<file path="src/rtl/eerd_pkg.sv">
package eerd_pkg;
    localparam int DATA_W       = 16;
    localparam int ADDR_W       = 6;
    localparam int IMG_WORDS    = 1 << ADDR_W;
    localparam int HDR_W        = 3;
    localparam logic [HDR_W-1:0] CMD_HDR = 3'b110;
    localparam int CMD_BITS     = HDR_W + ADDR_W;
    localparam int FRAME_BITS   = CMD_BITS + DATA_W;
    localparam int BIT_W        = $clog2(FRAME_BITS);
    localparam logic [DATA_W-1:0] IMG_SIG = 16'hBABA;
    localparam int STATION_WORDS = 3;
    localparam int STATION_W    = STATION_WORDS * DATA_W;

    // register layout: the host decodes these positions
    localparam int F_START      = 0;
    localparam int F_ADDR_LO    = 2;
    localparam int ADDR_FIELD_W = 14;

    // pin view layout
    localparam int PIN_SK  = 0;
    localparam int PIN_CS  = 1;
    localparam int PIN_DI  = 2;
    localparam int PIN_DO  = 3;
    localparam int PIN_REQ = 6;
    localparam int PIN_GNT = 7;

    typedef enum logic [1:0] {
        SER_IDLE,
        SER_SETUP,
        SER_SHIFT,
        SER_GAP
    } ser_state_e;

    typedef enum logic [1:0] {
        OWN_NONE,
        OWN_HOST,
        OWN_LOAD
    } owner_e;

    typedef struct packed {
        logic [DATA_W-1:0]       data;
        logic [ADDR_FIELD_W-1:0] addr;
        logic                    done;
        logic                    busy;
    } rd_view_t;

    typedef struct packed {
        logic sk;
        logic cs;
        logic di;
        logic dout;
        logic req;
        logic gnt;
    } pins_t;

    function automatic logic [7:0] pack_pins(input pins_t p);
        logic [7:0] v;
        v = '0;
        v[PIN_SK]  = p.sk;
        v[PIN_CS]  = p.cs;
        v[PIN_DI]  = p.di;
        v[PIN_DO]  = p.dout;
        v[PIN_REQ] = p.req;
        v[PIN_GNT] = p.gnt;
        return v;
    endfunction
endpackage

</file>
<file path="src/rtl/eerd_tick_gen.sv">
module eerd_tick_gen #(
    parameter int DIV_W = 8
) (
    input  logic             clk,
    input  logic             rst,
    input  logic             en,
    input  logic [DIV_W-1:0] div,
    output logic             tick
);
    logic [DIV_W-1:0] cnt_q;

    always_ff @(posedge clk) begin
        if (rst || !en) begin
            cnt_q <= '0;
        end else if (cnt_q == div) begin
            cnt_q <= '0;
        end else begin
            cnt_q <= cnt_q + 1'b1;
        end
    end

    assign tick = en && (cnt_q == div);
endmodule

</file>
<file path="src/rtl/eerd_serial.sv">
module eerd_serial
    import eerd_pkg::*;
#(
    parameter int DIV_W = 8
) (
    input  logic              clk,
    input  logic              rst,
    input  logic [DIV_W-1:0]  div,
    input  logic              start,
    input  logic [ADDR_W-1:0] addr,
    input  logic              ee_do,
    output logic              busy,
    output logic              done,
    output logic [DATA_W-1:0] data,
    output logic              ee_sk,
    output logic              ee_cs,
    output logic              ee_di
);
    localparam logic [BIT_W-1:0] BIT_LAST = BIT_W'(FRAME_BITS - 1);

    ser_state_e            st_q;
    logic [FRAME_BITS-1:0] sh_q;
    logic [BIT_W-1:0]      bit_q;
    logic                  phase_q;
    logic                  gap_q;
    logic                  sk_q;
    logic                  cs_q;
    logic                  done_q;
    logic                  tick;

    eerd_tick_gen #(.DIV_W(DIV_W)) u_tick (
        .clk  (clk),
        .rst  (rst),
        .en   (st_q != SER_IDLE),
        .div  (div),
        .tick (tick)
    );

    always_ff @(posedge clk) begin
        if (rst) begin
            st_q    <= SER_IDLE;
            sh_q    <= '0;
            bit_q   <= '0;
            phase_q <= 1'b0;
            gap_q   <= 1'b0;
            sk_q    <= 1'b0;
            cs_q    <= 1'b0;
            done_q  <= 1'b0;
        end else begin
            done_q <= 1'b0;
            unique case (st_q)
                SER_IDLE: begin
                    if (start) begin
                        st_q    <= SER_SETUP;
                        cs_q    <= 1'b1;
                        sh_q    <= {CMD_HDR, addr, {DATA_W{1'b0}}};
                        bit_q   <= '0;
                        phase_q <= 1'b0;
                    end
                end
                SER_SETUP: begin
                    if (tick) begin
                        st_q <= SER_SHIFT;
                    end
                end
                SER_SHIFT: begin
                    if (tick) begin
                        if (!phase_q) begin
                            sk_q    <= 1'b1;
                            phase_q <= 1'b1;
                        end else begin
                            sk_q    <= 1'b0;
                            phase_q <= 1'b0;
                            sh_q    <= {sh_q[FRAME_BITS-2:0], ee_do};
                            if (bit_q == BIT_LAST) begin
                                st_q  <= SER_GAP;
                                cs_q  <= 1'b0;
                                gap_q <= 1'b0;
                            end else begin
                                bit_q <= bit_q + 1'b1;
                            end
                        end
                    end
                end
                SER_GAP: begin
                    if (tick) begin
                        if (gap_q) begin
                            st_q   <= SER_IDLE;
                            done_q <= 1'b1;
                        end else begin
                            gap_q <= 1'b1;
                        end
                    end
                end
                default: st_q <= SER_IDLE;
            endcase
        end
    end

    assign busy  = (st_q != SER_IDLE);
    assign done  = done_q;
    assign data  = sh_q[DATA_W-1:0];
    assign ee_sk = sk_q;
    assign ee_cs = cs_q;
    assign ee_di = (st_q == SER_SHIFT) && sh_q[FRAME_BITS-1];

    // clock pulses only inside a chip-select window
    a_r4_sk_inside_cs: assert property (@(posedge clk) disable iff (rst)
        ee_sk |-> ee_cs);

    // data-in held steady across the high phase
    a_r4_di_held_high: assert property (@(posedge clk) disable iff (rst)
        (ee_sk && $past(ee_sk)) |-> $stable(ee_di));

    // chip select never pulses low for a single cycle
    a_r7_cs_gap: assert property (@(posedge clk) disable iff (rst)
        $fell(ee_cs) |=> !ee_cs);

    // serial clock edges happen only on divider ticks
    a_r6_sk_on_tick: assert property (@(posedge clk) disable iff (rst)
        (ee_sk != $past(ee_sk)) |-> $past(tick));
endmodule

</file>
<file path="src/rtl/eerd_loader.sv">
module eerd_loader
    import eerd_pkg::*;
(
    input  logic                 clk,
    input  logic                 rst,
    input  logic                 begin_i,
    input  logic                 launched,
    input  logic                 word_ok,
    input  logic [DATA_W-1:0]    word,
    input  logic [ADDR_W-1:0]    rd_idx,
    output logic                 active,
    output logic                 want,
    output logic [ADDR_W-1:0]    idx,
    output logic                 load_done,
    output logic                 csum_err,
    output logic [DATA_W-1:0]    rd_word,
    output logic [STATION_W-1:0] station
);
    localparam logic [ADDR_W-1:0] IDX_LAST = '1;

    logic [DATA_W-1:0] img_q [IMG_WORDS];
    logic [DATA_W-1:0] sum_q;
    logic [DATA_W-1:0] sum_n;
    logic [ADDR_W-1:0] idx_q;
    logic              active_q;
    logic              want_q;
    logic              done_q;
    logic              err_q;

    assign sum_n = sum_q + word;

    always_ff @(posedge clk) begin
        if (rst) begin
            for (int i = 0; i < IMG_WORDS; i++) begin
                img_q[i] <= '0;
            end
            sum_q    <= '0;
            idx_q    <= '0;
            active_q <= 1'b0;
            want_q   <= 1'b0;
            done_q   <= 1'b0;
            err_q    <= 1'b0;
        end else begin
            if (begin_i) begin
                active_q <= 1'b1;
                want_q   <= 1'b1;
                idx_q    <= '0;
                sum_q    <= '0;
                done_q   <= 1'b0;
                err_q    <= 1'b0;
            end
            if (launched) begin
                want_q <= 1'b0;
            end
            if (word_ok && active_q) begin
                img_q[idx_q] <= word;
                sum_q        <= sum_n;
                if (idx_q == IDX_LAST) begin
                    active_q <= 1'b0;
                    done_q   <= 1'b1;
                    err_q    <= (sum_n != IMG_SIG);
                end else begin
                    idx_q  <= idx_q + 1'b1;
                    want_q <= 1'b1;
                end
            end
        end
    end

    generate
        for (genvar g = 0; g < STATION_WORDS; g++) begin : g_station
            assign station[g*DATA_W +: DATA_W] = img_q[g];
        end
    endgenerate

    assign active    = active_q;
    assign want      = want_q;
    assign idx       = idx_q;
    assign load_done = done_q;
    assign csum_err  = err_q;
    assign rd_word   = img_q[rd_idx];

    // error flag only together with a finished load
    a_r10_err_with_done: assert property (@(posedge clk) disable iff (rst)
        csum_err |-> load_done);

    // index advances by exactly one per stored word
    a_r9_idx_step: assert property (@(posedge clk) disable iff (rst)
        (word_ok && active_q && (idx_q != IDX_LAST)) |=> (idx_q == $past(idx_q) + 1'b1));
endmodule

</file>
<file path="src/rtl/eeprom_word_reader.sv">
module eeprom_word_reader
    import eerd_pkg::*;
#(
    parameter int DIV_W = 8
) (
    input  logic                  clk,
    input  logic                  rst,
    input  logic [DIV_W-1:0]      cfg_div,
    input  logic                  cmd_we,
    input  logic [31:0]           cmd_wdata,
    output logic [31:0]           cmd_rdata,
    input  logic                  load_go,
    output logic                  load_busy,
    output logic                  load_done,
    output logic                  csum_err,
    input  logic [ADDR_W-1:0]     img_idx,
    output logic [DATA_W-1:0]     img_word,
    output logic [STATION_W-1:0]  station_addr,
    output logic                  ee_sk,
    output logic                  ee_cs,
    output logic                  ee_di,
    input  logic                  ee_do,
    output logic                  arb_req,
    input  logic                  arb_gnt,
    output logic [7:0]            pin_view
);
    logic                    host_busy_q;
    logic                    host_want_q;
    logic                    host_done_q;
    logic [ADDR_FIELD_W-1:0] host_addr_q;
    logic [DATA_W-1:0]       host_data_q;

    logic                    ser_busy;
    logic                    ser_done;
    logic [DATA_W-1:0]       ser_data;
    logic [ADDR_W-1:0]       ser_addr;
    logic                    eng_start;

    logic                    ld_active;
    logic                    ld_want;
    logic [ADDR_W-1:0]       ld_idx;

    logic                    start_ok;
    logic                    go_ok;
    owner_e                  owner;
    rd_view_t                view;
    pins_t                   pins;
    logic                    wdata_unused;

    assign wdata_unused = ^{cmd_wdata[31:F_ADDR_LO+ADDR_FIELD_W], cmd_wdata[1]};

    assign owner = ld_active   ? OWN_LOAD :
                   host_busy_q ? OWN_HOST : OWN_NONE;

    assign start_ok  = cmd_we && cmd_wdata[F_START] && (owner == OWN_NONE);
    assign go_ok     = load_go && (owner == OWN_NONE) && !start_ok;
    assign eng_start = !ser_busy && arb_gnt && (host_want_q || ld_want);
    assign ser_addr  = (owner == OWN_LOAD) ? ld_idx : host_addr_q[ADDR_W-1:0];

    always_ff @(posedge clk) begin
        if (rst) begin
            host_busy_q <= 1'b0;
            host_want_q <= 1'b0;
            host_done_q <= 1'b0;
            host_addr_q <= '0;
            host_data_q <= '0;
        end else begin
            if (start_ok) begin
                host_busy_q <= 1'b1;
                host_want_q <= 1'b1;
                host_done_q <= 1'b0;
                host_addr_q <= cmd_wdata[F_ADDR_LO +: ADDR_FIELD_W];
            end
            if (eng_start && (owner == OWN_HOST)) begin
                host_want_q <= 1'b0;
            end
            if (ser_done && (owner == OWN_HOST)) begin
                host_busy_q <= 1'b0;
                host_done_q <= 1'b1;
                host_data_q <= ser_data;
            end
        end
    end

    eerd_serial #(.DIV_W(DIV_W)) u_serial (
        .clk   (clk),
        .rst   (rst),
        .div   (cfg_div),
        .start (eng_start),
        .addr  (ser_addr),
        .ee_do (ee_do),
        .busy  (ser_busy),
        .done  (ser_done),
        .data  (ser_data),
        .ee_sk (ee_sk),
        .ee_cs (ee_cs),
        .ee_di (ee_di)
    );

    eerd_loader u_loader (
        .clk       (clk),
        .rst       (rst),
        .begin_i   (go_ok),
        .launched  (eng_start && (owner == OWN_LOAD)),
        .word_ok   (ser_done && (owner == OWN_LOAD)),
        .word      (ser_data),
        .rd_idx    (img_idx),
        .active    (ld_active),
        .want      (ld_want),
        .idx       (ld_idx),
        .load_done (load_done),
        .csum_err  (csum_err),
        .rd_word   (img_word),
        .station   (station_addr)
    );

    always_comb begin
        view.data = host_data_q;
        view.addr = host_addr_q;
        view.done = host_done_q;
        view.busy = host_busy_q;
    end
    assign cmd_rdata = view;

    assign arb_req   = host_busy_q || ld_active;
    assign load_busy = ld_active;

    always_comb begin
        pins.sk   = ee_sk;
        pins.cs   = ee_cs;
        pins.di   = ee_di;
        pins.dout = ee_do;
        pins.req  = arb_req;
        pins.gnt  = arb_gnt;
    end
    assign pin_view = pack_pins(pins);

    // a write during a host read leaves the address field alone
    a_r3_busy_addr_hold: assert property (@(posedge clk) disable iff (rst)
        (host_busy_q && cmd_we) |=> $stable(cmd_rdata[15:2]));

    // an accepted start clears done and raises busy
    a_r2_start_clears_done: assert property (@(posedge clk) disable iff (rst)
        start_ok |=> (cmd_rdata[0] && !cmd_rdata[1]));

    // chip select only while the pins are requested
    a_r8_cs_needs_req: assert property (@(posedge clk) disable iff (rst)
        ee_cs |-> arb_req);

    // host read and image load never overlap
    a_r13_one_owner: assert property (@(posedge clk) disable iff (rst)
        !(host_busy_q && ld_active));
endmodule

</file>
<file path="config.mk">
export PLATFORM = sky130hd
export DESIGN_NAME = eeprom_word_reader
export DESIGN_NICKNAME = d
export VERILOG_FILES = /design/src/rtl/eerd_pkg.sv /design/src/rtl/eerd_tick_gen.sv /design/src/rtl/eerd_serial.sv /design/src/rtl/eerd_loader.sv /design/src/rtl/eeprom_word_reader.sv
export SDC_FILE = /design/constraint.sdc
export NUM_CORES = 2
export LEC_CHECK = 0
export BUFFER_PORTS_ARGS = -buffer_cell sky130_fd_sc_hd__buf_4
export CORE_MARGIN = 2
export CORE_UTILIZATION = 45
export CTS_CLUSTER_SIZE = 24
export DETAILED_ROUTE_END_ITERATION = 8
export PLACE_DENSITY = 0.67
export RECOVER_POWER = 50
export SYNTH_ARGS = -nofsm -noshare
export SYNTH_HDL_FRONTEND = slang
export SYNTH_SLANG_ARGS = --single-unit
</file>
<file path="constraint.sdc">
create_clock -name clk -period 7.4 [get_ports clk]
set_input_delay 0.74 -clock clk [delete_from_list [all_inputs] [get_ports clk]]
set_output_delay 0.74 -clock clk [all_outputs]
set_load 0.03 [all_outputs]
</file>
==> results.ini <==
[status]
status = finished, violations left
violations = max-capacitance violations, max-slew violations

[floorplanning]
fp-row-count = 124
die-area_mm2 = 0.117
start_util_pct = 45.3
ioPinCount = 163
die_w_um = 343
die_h_um = 343
core-area_mm2 = 0.114

[global_routing]
grt_pass1_wl_um = 195000
grt.overflow.total = 0
grt_max_degree = 97
grt_pass1_vias = 28900
track_usage_pct = 22.8
antenna_found_initial = 10

[yosys]
ys_seq_area_share_pct = 63.6
synth_edf_count = 1024
postSynthAreaPerCell_um2 = 15.0
synth_flop_cell = edfxtp_1
synthArstFlopShare_pct = 0
synthAdderAreaFrac_pct = 0.620
synth_compound_area_share_pct = 1.73
synth.most_common_cell = and2_1
synthSimpleGateAreaFrac_pct = 16.2
synth-seq-cells = 1128
synth_xor_area_share_pct = 0.475
synthMuxAreaShare_pct = 14.8
synth_area_leaders = edfxtp_1 (60%), mux4_2 (15%), and2_1 (12%)
synth_top_area_cell = edfxtp_1
synth_cell_type_count = 56
ys_warn_count = 0
postSynthCellCount = 3445
synthTopCellsByCount = and2_1 (1028), edfxtp_1 (1024), mux4_2 (336), clkbuf_1 (251), nand2_1 (131)
syn_area_mm2 = 0.0516
synth_top_family_by_area = simple AND/OR/NAND/NOR gates
yosysTopAreaCellShare_pct = 59.6

[route]
drt_iter0_markers = 2792
route.antenna.remaining_nets = 0
num_vias = 28600
route.detailed.drc = 0
first_pass_iters = 5
drt_wl_total_um = 133000
via_per_inst = 5.62
routedWlPerCell_um = 26.2

[setup_path]
critical_path_class = in -> reg
crit_arrival_ns = 5.40
cp.required_ns = 7.71
crit_path_start_kind = input pin
cp_max_fo = 96
critPathCaptureType = flip-flop

[timing]
slew_viol_final = 210
fin_ws_ns = 2.31
min_period_ns = 5.09
fmaxAchievable_mhz = 196
slew_headroom_pct = -99.9
fin_worst_skew_ns = 0.0174
setup-tns-final_ns = 0
worstMarginPinSlew_ns = 3.00
grt_setup_unrepaired = false
timing.final.crit_share_pct = 68.8
finalHoldViolations = 0
finalSetupViolCount = 0

[power]
power.leakage_nw = 18.6
fin_total_pwr_mw = 13.9
p_per_area_mw_per_mm2 = 243
ir_drop_mv = 0.185

[cts]
cts_buffers = 115
cts-root-buf = clkbuf_16
clkTransAtPathRegs_ns = 0.06
ctsHoldBuffers = 0
postCtsSetupBuffers = 0
cts.sinks = 1128
htreeDepth = 3
clk_path_buf_depth = 3
clk_latency_ns = 0.71
cts_tree = done
cts_resized = 0

[place]
pre_cts_ws_ns = 2.67
hpwl_um = 78000
post_dp_cell_area_mm2 = 0.0541
gp_congestion = 0.788
port_buffers = 143

[cells_and_area]
finalInstanceArea_mm2 = 0.0571
nNetsFinal = 3566
drive_gt1_share_pct = 18.2
syn2layout_area_growth_pct = 10.5
utilization_pct = 50.1

[hold_path]
hold_path.class = in -> reg

[run]
cap_violations = 3

## per-stage QoR
| step | hold slack (ns) | instances |
|---|---|---|
| finish | 0.293 | 5096 |
| global route | 0.269 | 5092 |
| CTS | 0.246 | 5092 |
| detailed placement | 0.450 | 4884 |
| global placement | 0.442 | 4884 |
| floorplan | 0.432 | 3446 |
## critical path, stage by stage
cell and delay, ns:
clkbuf_2 1.19, nor3b_1 0.88, nand3_1 0.14, clkbuf_1 0.43
nor2_1 0.21, clkbuf_1 0.61, or2_0 1.07
## placed cells by master (no fill, tap or decap), drive strengths merged, types with 7 or more instances in the layout
master,instances
xor2,10
mux2i,9
ha,24
or2,67
mux4,336
a211oi,7
edfxtp,1024
a21oi,90
nor2,108
nand3b,7
inv,14
dfxtp,104
o21ai,25
nor3,14
nand2,131
a21o,7
xnor2,18
and2,1029
nand3,46
clkbuf,321
clkinv,34
buf,86
## worst paths after layout
path,startpoint,endpoint,slack [ns],cells after the start
hold / removal,cmd_wdata[10],host_addr_q[8],0.29,3
setup reg to reg,u_loader.active,u_loader.img_q[15][7],3.03,8
hold reg to reg,host_data_q[10],host_data_q[10],0.46,2
setup / recovery,rst,u_loader.img_q[15][7],2.31,7
## registers in the layout, indices dropped and copies added, names as in the netlist, 2 cells and up
| signal | cells |
|---|---|
| u_serial.bit_q | 5 |
| u_loader.sum_q | 16 |
| u_loader.idx | 6 |
| u_loader.img_q | 1024 |
| u_serial.st_q | 2 |
| u_serial.u_tick.cnt_q | 8 |
| host_addr_q | 14 |
| host_data_q | 16 |
| u_serial.sh_q | 25 |
## final cells by class
class,instances,area (um2)
Sequential cell,1128,32900
Fill cell,9523,57000
Clock inverter,39,288
Antenna cell,4,10.0
Inverter,12,45.0
Timing Repair Buffer,238,1280
Multi-Input combinational cell,1994,17500
Tap cell,1512,1890
Clock buffer,169,3210
## logic make-up (layout without fill, tap and decap cells)
kind of cell             after synthesis  count (layout)
buffers and inverters                324             458
AO/OA/AOI/OAI                        157             157
adder cells (fa/ha/maj)               25              25
XOR/XNOR                              28              28
flip-flops                          1128            1128
multiplexers                         345             345
other                                  1               6
AND/OR/NAND/NOR                     1437            1437
## routing by layer
layer | vias to the layer above | routed length, um | share of wire (%) | track usage (%)
met3 | 224 | 9840 | 7.4 | 4.16
met1 | 14700 | 53200 | 40 | 30.4
li1 | 12600 | - | - | -
met2 | 1060 | 66100 | 50 | 38.1
met4 | 4 | 4250 | 3.2 | 6.79
met5 | - | 26 | 0.019 | 0
## report_power, final
group	switching, mW	internal (mW)
Combinational	0.656	0.428
Sequential	0.0948	7.23
Clock	2.40	3.09
Total	3.15	10.7
Power figures use the tool's default switching activity.
